[config.mk]
export PLATFORM = sky130hd
export DESIGN_NAME = rst_seq_ctrl
export DESIGN_NICKNAME = d
export VERILOG_FILES = /design/src/rtl/rst_seq_pkg.sv /design/src/rtl/rst_sync.sv /design/src/rtl/rst_seq_fsm.sv /design/src/rtl/rst_seq_ctrl.sv
export SDC_FILE = /design/constraint.sdc
export NUM_CORES = 1
export LEC_CHECK = 0
export ABC_AREA = 1
export BUFFER_PORTS_ARGS = -buffer_cell sky130_fd_sc_hd__buf_2
export CAP_MARGIN = 20
export CORE_MARGIN = 2
export CORE_UTILIZATION = 51
export CTS_BUF_LIST = sky130_fd_sc_hd__clkbuf_16
export CTS_CLUSTER_DIAMETER = 200
export CTS_CLUSTER_SIZE = 12
export DETAILED_ROUTE_END_ITERATION = 8
export GPL_TIMING_DRIVEN = 0
export PLACE_DENSITY = 0.9
export SLEW_MARGIN = 15
export SYNTH_ARGS = -nofsm -noshare
export SYNTH_HDL_FRONTEND = slang
export SYNTH_SLANG_ARGS = --single-unit
[constraint.sdc]
create_clock -name clk -period 2.1 [get_ports clk]
set_clock_uncertainty 0.2 [all_clocks]
set_input_delay 0.42 -clock clk [delete_from_list [all_inputs] [get_ports clk]]
set_output_delay 0.42 -clock clk [all_outputs]
set_load 0.1 [all_outputs]
[src/rtl/rst_seq_pkg.sv]
package rst_seq_pkg;
  typedef enum logic [1:0] {
    ST_RUN     = 2'd0,
    ST_HW_LOCK = 2'd1,
    ST_SW_HOLD = 2'd2,
    ST_RR_HOLD = 2'd3
  } seq_state_e;

  localparam logic [1:0] BOOT_CFG_BAD = 2'b11;
endpackage

[src/rtl/rst_sync.sv]
module rst_sync #(
  parameter int STAGES = 2
) (
  input  logic clk,
  input  logic arst_n,
  output logic rel
);
  logic [STAGES-1:0] sh;

  always_ff @(posedge clk or negedge arst_n) begin
    if (!arst_n) sh <= '0;
    else         sh <= {sh[STAGES-2:0], 1'b1};
  end

  assign rel = sh[STAGES-1];

  // release only after the first stage has already been high
  p_sync_order_r2: assert property (@(posedge clk) disable iff (!arst_n)
    $rose(rel) |-> $past(sh[0]));
endmodule

[src/rtl/rst_seq_fsm.sv]
module rst_seq_fsm
  import rst_seq_pkg::*;
#(
  parameter int LOCK_CYC = 4096,
  parameter int HOLD_CYC = 16
) (
  input  logic       clk,
  input  logic       arst_n,
  input  logic       pll_ok,
  input  logic       sw_req,
  input  logic       rr_req,
  output seq_state_e state,
  output logic       boot_go,
  output logic       jump_go
);
  localparam int MAXC  = (LOCK_CYC > HOLD_CYC) ? LOCK_CYC : HOLD_CYC;
  localparam int CNT_W = $clog2(MAXC + 1);
  localparam logic [CNT_W-1:0] LOCK_LAST = CNT_W'(LOCK_CYC - 1);
  localparam logic [CNT_W-1:0] HOLD_LAST = CNT_W'(HOLD_CYC - 1);

  logic [CNT_W-1:0] cnt;

  always_ff @(posedge clk or negedge arst_n) begin
    if (!arst_n) begin
      state   <= ST_HW_LOCK;
      cnt     <= '0;
      boot_go <= 1'b0;
      jump_go <= 1'b0;
    end else begin
      boot_go <= 1'b0;
      jump_go <= 1'b0;
      case (state)
        ST_RUN: begin
          cnt <= '0;
          if (sw_req)      state <= ST_SW_HOLD;
          else if (rr_req) state <= ST_RR_HOLD;
        end
        ST_HW_LOCK: begin
          if (!pll_ok) cnt <= '0;
          else if (cnt == LOCK_LAST) begin
            state   <= ST_RUN;
            cnt     <= '0;
            boot_go <= 1'b1;
          end else cnt <= cnt + 1'b1;
        end
        ST_SW_HOLD: begin
          if (cnt == HOLD_LAST) begin
            state   <= ST_RUN;
            cnt     <= '0;
            boot_go <= 1'b1;
          end else cnt <= cnt + 1'b1;
        end
        default: begin
          if (cnt == HOLD_LAST) begin
            state   <= ST_RUN;
            cnt     <= '0;
            jump_go <= 1'b1;
          end else cnt <= cnt + 1'b1;
        end
      endcase
    end
  end

  // short holds never run past their length
  p_hold_bound_r6: assert property (@(posedge clk) disable iff (!arst_n)
    (state == ST_SW_HOLD || state == ST_RR_HOLD) |-> cnt < CNT_W'(HOLD_CYC));
  // a hold is never re-entered without passing through run
  p_no_restart_r11: assert property (@(posedge clk) disable iff (!arst_n)
    (state == ST_SW_HOLD && cnt != HOLD_LAST) |=> state == ST_SW_HOLD);
  // the jump strobe is a single cycle
  p_jump_pulse_r9: assert property (@(posedge clk) disable iff (!arst_n)
    jump_go |=> !jump_go);
  // the lock counter stays idle until the clock generator is enabled
  p_lock_wait_r3: assert property (@(posedge clk) disable iff (!arst_n)
    (state == ST_HW_LOCK && !pll_ok) |=> cnt == '0);
endmodule

[src/rtl/rst_seq_ctrl.sv]
module rst_seq_ctrl
  import rst_seq_pkg::*;
#(
  parameter int              LOCK_CYC    = 4096,
  parameter int              HOLD_CYC    = 16,
  parameter int              SYNC_STAGES = 2,
  parameter int              PC_W        = 20,
  parameter logic [PC_W-1:0] RESET_VEC   = 20'h90005
) (
  input  logic            clk,
  input  logic            ext_rst_n,
  input  logic            ctl_we,
  input  logic            ctl_wdata,
  output logic            ctl_rdata,
  input  logic            run_rst_req,
  input  logic [1:0]      boot_cfg,
  output logic            pll_rst,
  output logic            core_rst,
  output logic            periph_rst,
  output logic            sdram_rst,
  output logic            rst_out,
  output logic            boot_req,
  output logic            pc_load_en,
  output logic [PC_W-1:0] pc_load_val
);
  seq_state_e state;
  logic       pll_ok;
  logic       boot_go;
  logic       jump_go;
  logic       cfg_ok;

  rst_sync #(.STAGES(SYNC_STAGES)) u_sync (
    .clk    (clk),
    .arst_n (ext_rst_n),
    .rel    (pll_ok)
  );

  rst_seq_fsm #(.LOCK_CYC(LOCK_CYC), .HOLD_CYC(HOLD_CYC)) u_fsm (
    .clk     (clk),
    .arst_n  (ext_rst_n),
    .pll_ok  (pll_ok),
    .sw_req  (ctl_we && ctl_wdata),
    .rr_req  (run_rst_req),
    .state   (state),
    .boot_go (boot_go),
    .jump_go (jump_go)
  );

  assign cfg_ok      = (boot_cfg != BOOT_CFG_BAD);
  assign pll_rst     = !pll_ok;
  assign core_rst    = (state != ST_RUN);
  assign periph_rst  = (state != ST_RUN);
  assign sdram_rst   = (state == ST_HW_LOCK) || (state == ST_SW_HOLD);
  assign rst_out     = (state == ST_RUN) && cfg_ok;
  assign boot_req    = boot_go && cfg_ok;
  assign pc_load_en  = jump_go;
  assign pc_load_val = RESET_VEC;
  assign ctl_rdata   = (state == ST_SW_HOLD);

  // running reset spares the clock generator and SDRAM controller
  p_rr_spares_r8: assert property (@(posedge clk) disable iff (!ext_rst_n)
    (state == ST_RR_HOLD) |-> (!pll_rst && !sdram_rst));
  // software reset leaves the clock generator running
  p_sw_spares_pll_r6: assert property (@(posedge clk) disable iff (!ext_rst_n)
    (state == ST_SW_HOLD) |-> !pll_rst);
  // boot request is one cycle long
  p_boot_pulse_r4: assert property (@(posedge clk) disable iff (!ext_rst_n)
    boot_req |=> !boot_req);
  // a jump never comes with a boot
  p_no_boot_on_jump_r9: assert property (@(posedge clk) disable iff (!ext_rst_n)
    pc_load_en |-> !boot_req);
  // out-of-reset indication only with the core running
  p_rstout_r5: assert property (@(posedge clk) disable iff (!ext_rst_n)
    rst_out |-> !core_rst);
endmodule

**After elaboration in Yosys (flattened, before gate mapping)**

Index checks and enable logic that the tools add are counted.

- Add/subtract/negate cells: 1
- Equal/unequal tests: 8
- Multiplexer cells: 15
- Reductions and logical operators: 10

Operator list:

| kind | count |
|---|---|
| 13-bit 2-to-1 mux | 3 |
| 13-bit one-hot mux with 2 select lines | 1 |
| 13-bit by 1-bit adder with 13-bit output (second input constant) | 1 |
| 13-bit by 12-bit == test with 1-bit output (second input constant) | 1 |
| 13-bit by 4-bit == test with 1-bit output (second input constant) | 1 |
| 2-bit 2-to-1 mux | 5 |
| 1-bit 2-to-1 mux | 4 |
| 2-bit by 1-bit inequality test with 1-bit output (second input constant) | 2 |
| 2-bit one-hot mux with 2 select lines | 1 |
| 4-bit AND reduction | 1 |
| 1-bit logical AND | 3 |
| 3-bit by 2-bit inequality test with 1-bit output (second input constant) | 1 |
| 3-bit nonzero test | 1 |
| 3-bit OR reduction | 1 |
| 2-bit by 1-bit == test with 1-bit output (second input constant) | 1 |
| 2-bit == test (second input constant) | 1 |
| 2-bit zero test | 1 |
| 2-bit inequality test (second input constant) | 1 |
| 1-bit one-hot mux with 2 select lines | 1 |
| 2-bit nonzero test | 1 |
| 1-bit zero test | 1 |
| 1-bit logical OR | 1 |

- Input port bits: 7
- Bits in registers: 19
- Output and inout port bits: 28
- Logic and storage cells: 39

**Longest topological paths before layout**

- Depth in word-level cells: 4
- Depth in mapped cells: 10
- Gate-level depth less buffers: 10

**By module**

Synthesis repeated with hierarchy kept, for this count alone.

- Cells, all modules: 157
- Area, all modules: 1251.2 µm²

By module, submodules not included:

| module | cells each | times used | seq. area each (µm²) | area an instance (µm²) |
|---|---|---|---|---|
| rst_seq_fsm | 120 | 1 | 426.7 | 963.4 |
| rst_seq_ctrl | 34 | 1 | 0.0 | 234.0 |
| rst_sync | 3 | 1 | 50.0 | 53.8 |

**Worst setup path after synthesis**

Ideal clock, no wire load.

- Path type: register to output
- Start: register u_fsm.state[1]
- End: output rst_out
- Arrival: 2.681 ns
- Cell stages (with the launch flop): 5
- Setup slack: -1.201 ns
- Path buffers: 0
- Data required time: 1.480 ns
- Cells stage by stage: dfrtp_1 > inv_1 > ha_1 > inv_1 > a21oi_1

- Cells in the longest elaborated chain, start to end: 2

RTL lines:

| what | RTL line | source |
|---|---|---|
| start: declaration | rst_seq_fsm.sv:12 | `output seq_state_e state,` |
| start signal: assignment | rst_seq_fsm.sv:25 | `state <= ST_HW_LOCK;` |
| start signal: assignment | rst_seq_fsm.sv:35 | `if (sw_req) state <= ST_SW_HOLD;` |
| start signal: assignment | rst_seq_fsm.sv:36 | `else if (rr_req) state <= ST_RR_HOLD;` |
| 2-bit zero test | rst_seq_ctrl.sv:54 | `assign rst_out = (state == ST_RUN) && cfg_ok;` |
| 1-bit logical AND | rst_seq_ctrl.sv:54 |  |
| end: declaration | rst_seq_ctrl.sv:21 | `output logic rst_out,` |

Every way passes these cells.

**Final worst setup path**

- Start: register u_fsm.state[0]
- End: output core_rst

- Cells in the longest elaborated chain, start to end: 1

RTL lines:

| what | RTL line | source |
|---|---|---|
| 2-bit nonzero test | rst_seq_ctrl.sv:51 | `assign core_rst = (state != ST_RUN);` |
| end: declaration | rst_seq_ctrl.sv:18 | `output logic core_rst,` |

Every way passes these cells.

==> out/qor.yml <==
critical_path_class: "reg -> out"
worstSkewPairLatency_ns: 0.25
hold_violations: 0
async_flop_share_pct: 100
switching_share_pct: 52.2
synth_xor_area_share_pct: 5.69
clk_pin_slew_ns: 0.05
yosys-top-cells-area: "dfrtp_1 (37%), buf_4 (13%), nor2_2 (6.1%)"
cpPeakStageDelay_ns: 0.57
min-delay-start: "u_sync.sh[0]"
grtUsageTotal_pct: 19.4
cts.sinks: 19
grt_pass1_wl_mm: 3.83
cts_tree: "done"
yosysSeqAreaShare_pct: 38.7
placedCellCount: 204
cts-buffers-inserted: 3
fin_ws_ns: 0.0398
route.detailed.drc: 0
seqPwrFrac_pct: 21.2
wl_per_cell_um: 11.1
synth_most_common_cell: "buf_4"
first_global_vias: 895
io_buffers: 14
crit_family: "flip-flops"
syn-cell-area_um2: 1230
synth_mux_area_share_pct: 0
fp.dieW_um: 53.2
core-area_um2: 2250
cellPowerDensity_nw_per_um2: 1390
rows: 17
pwr-share-comb_pct: 61.3
dr.pass1.iters: 4
grt.overflow.total: 0
post-route-min-period_ns: 2.06
cap_violations: 0
ys_top_cells_by_count: "buf_4 (21), dfrtp_1 (18), nand2_1 (18), nor2_1 (16), inv_1 (14)"
postRouteAntennaNets: 0
cpMaxStageDelayCell: "dfstp_2"
ys_ff_latch: 19
postRouteWirelength_mm: 2.33
cp_max_fo: 4
preCtsSetupSlack_ns: 0.0440
cp.arrival_ns: 1.44
setup_viol: 0
die_y_um: 53.2
synth_top_family_by_area: "simple AND/OR/NAND/NOR gates"
vias: 947
grt_max_degree: 20
viasPerCell: 4.51
drtIter0Drc: 14
layout-drive-gt1-share_pct: 36.3
die_area_um2: 2830
final_cells: 210
power_leakage_nw: 0.805
rsz0062_at_grt: "false"
path_cells: "inv_2 -> ha_4 -> clkinvlp_4 -> buf_4"
pin_count: 35
synth_cell_type_count: 23
netlist.area_leader.share_pct: 36.5
intPower_mw: 1.04
clockBufferDepth: 2
synth_edf_count: 0
start_util_pct: 54.7
ys_warn_count: 0
setup.worst_path.start: "u_fsm.state[0]"
final_max_slew_viol_count: 0
irDropWorstVdd_mv: 1.10
h-tree-depth: 1
cp.required_ns: 1.48
hpwl_mm: 1.64
nNetsFinal: 195
end_kind: "output port"
startpoint_type: "flip-flop"
clkPwrFrac_pct: 17.5
finalCritPeriodShare_pct: 98.1
synthAdderAreaFrac_pct: 5.08
root_buffer: "clkbuf_16"
num_antenna_cells: 0
antenna_found_initial: 0
min_path_type: "reg -> reg"
fillers: 168
yosysTopAreaCell: "dfrtp_1"
switchingPower_mw: 1.14
outcome: "completed"
max_freq_mhz: 485
r2r-start: "u_fsm.state[0]"
avgSynthCellArea_um2: 8.62
synthSimpleGateAreaFrac_pct: 26.4
yosys_most_used_dff: "dfrtp_1"
syn_inst: 143
synth_compound_area_share_pct: 4.37
area_growth_pct: 26.8
critPathBufInv: 3
gp_congestion: 0.786
[timing repair]
| action | in CTS | in global routing |
|---|---|---|
| endpoints found under the setup margin | 4 | 4 |
| cloned | 0 | 0 |
| pin swaps | 0 | 0 |
| setup buffers | 0 | 1 |
| hold buffers | 1 | 0 |
| resized for setup | 8 | 1 |
| endpoints found under the hold margin | 18 | 0 |
[worst paths after layout]
path / to / slack, ns / depth (start not counted)
worst max register to register: u_fsm.cnt[11] / 0.22 / 9
min in group asynchronous: u_fsm.cnt[2] / 0.43 / 2
max in group asynchronous: u_fsm.state[0] / 0.94 / 2
worst min-delay path: u_sync.sh[1] / 0.16 / 0
worst min register to register: u_sync.sh[1] / 0.16 / 0
worst max-delay path: core_rst / 0.04 / 4
[power by group through the flow]
stage	registers, mW	clock network (mW)	logic [mW]
after global routing	0.466	0.403	1.40
after floorplan	0.455	0	1.12
after detailed placement	0.465	0	1.22
after global placement	0.461	0	1.19
final	0.462	0.380	1.34
after CTS	0.460	0.387	1.32
[routing by layer]
layer	vias to the layer above	global-route usage [%]	part of all wire, %
met5	-	0	0
met4	0	11.5	2.9
met3	10	3.67	5.5
met2	36	33.3	51
met1	420	22.3	41
li1	481	-	-
[placed cells by master (no fill, tap or decap), types with 2 or more instances in the layout]
cell	Yosys	layout
inv_1	14	13
buf_4	21	24
nand3_1	10	10
xor2_1	7	7
clkbuf_16	0	3
buf_12	1	2
nand2_1	18	18
conb_1	2	21
dfrtp_1	18	18
nor2_1	16	16
ha_1	5	4
o21ai_0	3	3
nor2_2	12	12
nand2_2	3	3
buf_2	0	10
a21oi_1	3	2
[worst register-to-register path: stages, from the launching register on]
cell and delay, ns:
dfstp_2 0.57, inv_2 0.07, ha_4 0.17, buf_4 0.14
nor2_1 0.18, nand2_1 0.11, o21ai_2 0.09, inv_4 0.07
buf_12 0.15, nor2_2 0.08
[metrics by stage]
step	total power, mW	setup TNS [ns]	instance area [um^2]	hold slack [ns]	util [%]
4_1_cts	2.17	-0.0182	1560	0.155	69.0
2_1_floorplan	1.57	-0.375	1340	-0.0756	-
6_report	2.18	0	1560	0.159	69.3
5_1_grt	2.27	0	1560	0.175	69.3
3_3_place_gp	1.65	0	1440	0.138	63.9
3_5_place_dp	1.68	0	1440	0.142	63.9
[area by class of cell]
cell class	instances	area (um^2)	area share, %
Timing Repair Buffer	16	114	7.29
Tap cell	28	35.0	2.24
Buffer	22	178	11.4
Multi-Input combinational cell	106	618	39.6
Clock inverter	1	3.75	0.240
Inverter	15	62.6	4.00
Sequential cell	19	477	30.5
Clock buffer	3	75.1	4.80
[sequential cells by signal (all words and copies together), names as in the netlist]
name           cells
u_sync.sh          2
u_fsm.cnt         13
u_fsm.state        2
u_fsm.boot_go      1
u_fsm.jump_go      1
[cells by family after synthesis]
logic type               count (synthesis)
adder cells (fa/ha/maj)                  5
XOR/XNOR                                 8
buffers and inverters                   37
AO/OA/AOI/OAI                            9
other                                    2
AND/OR/NAND/NOR                         63
flip-flops                              19
Note: power is estimated with default switching activity, not from simulation.
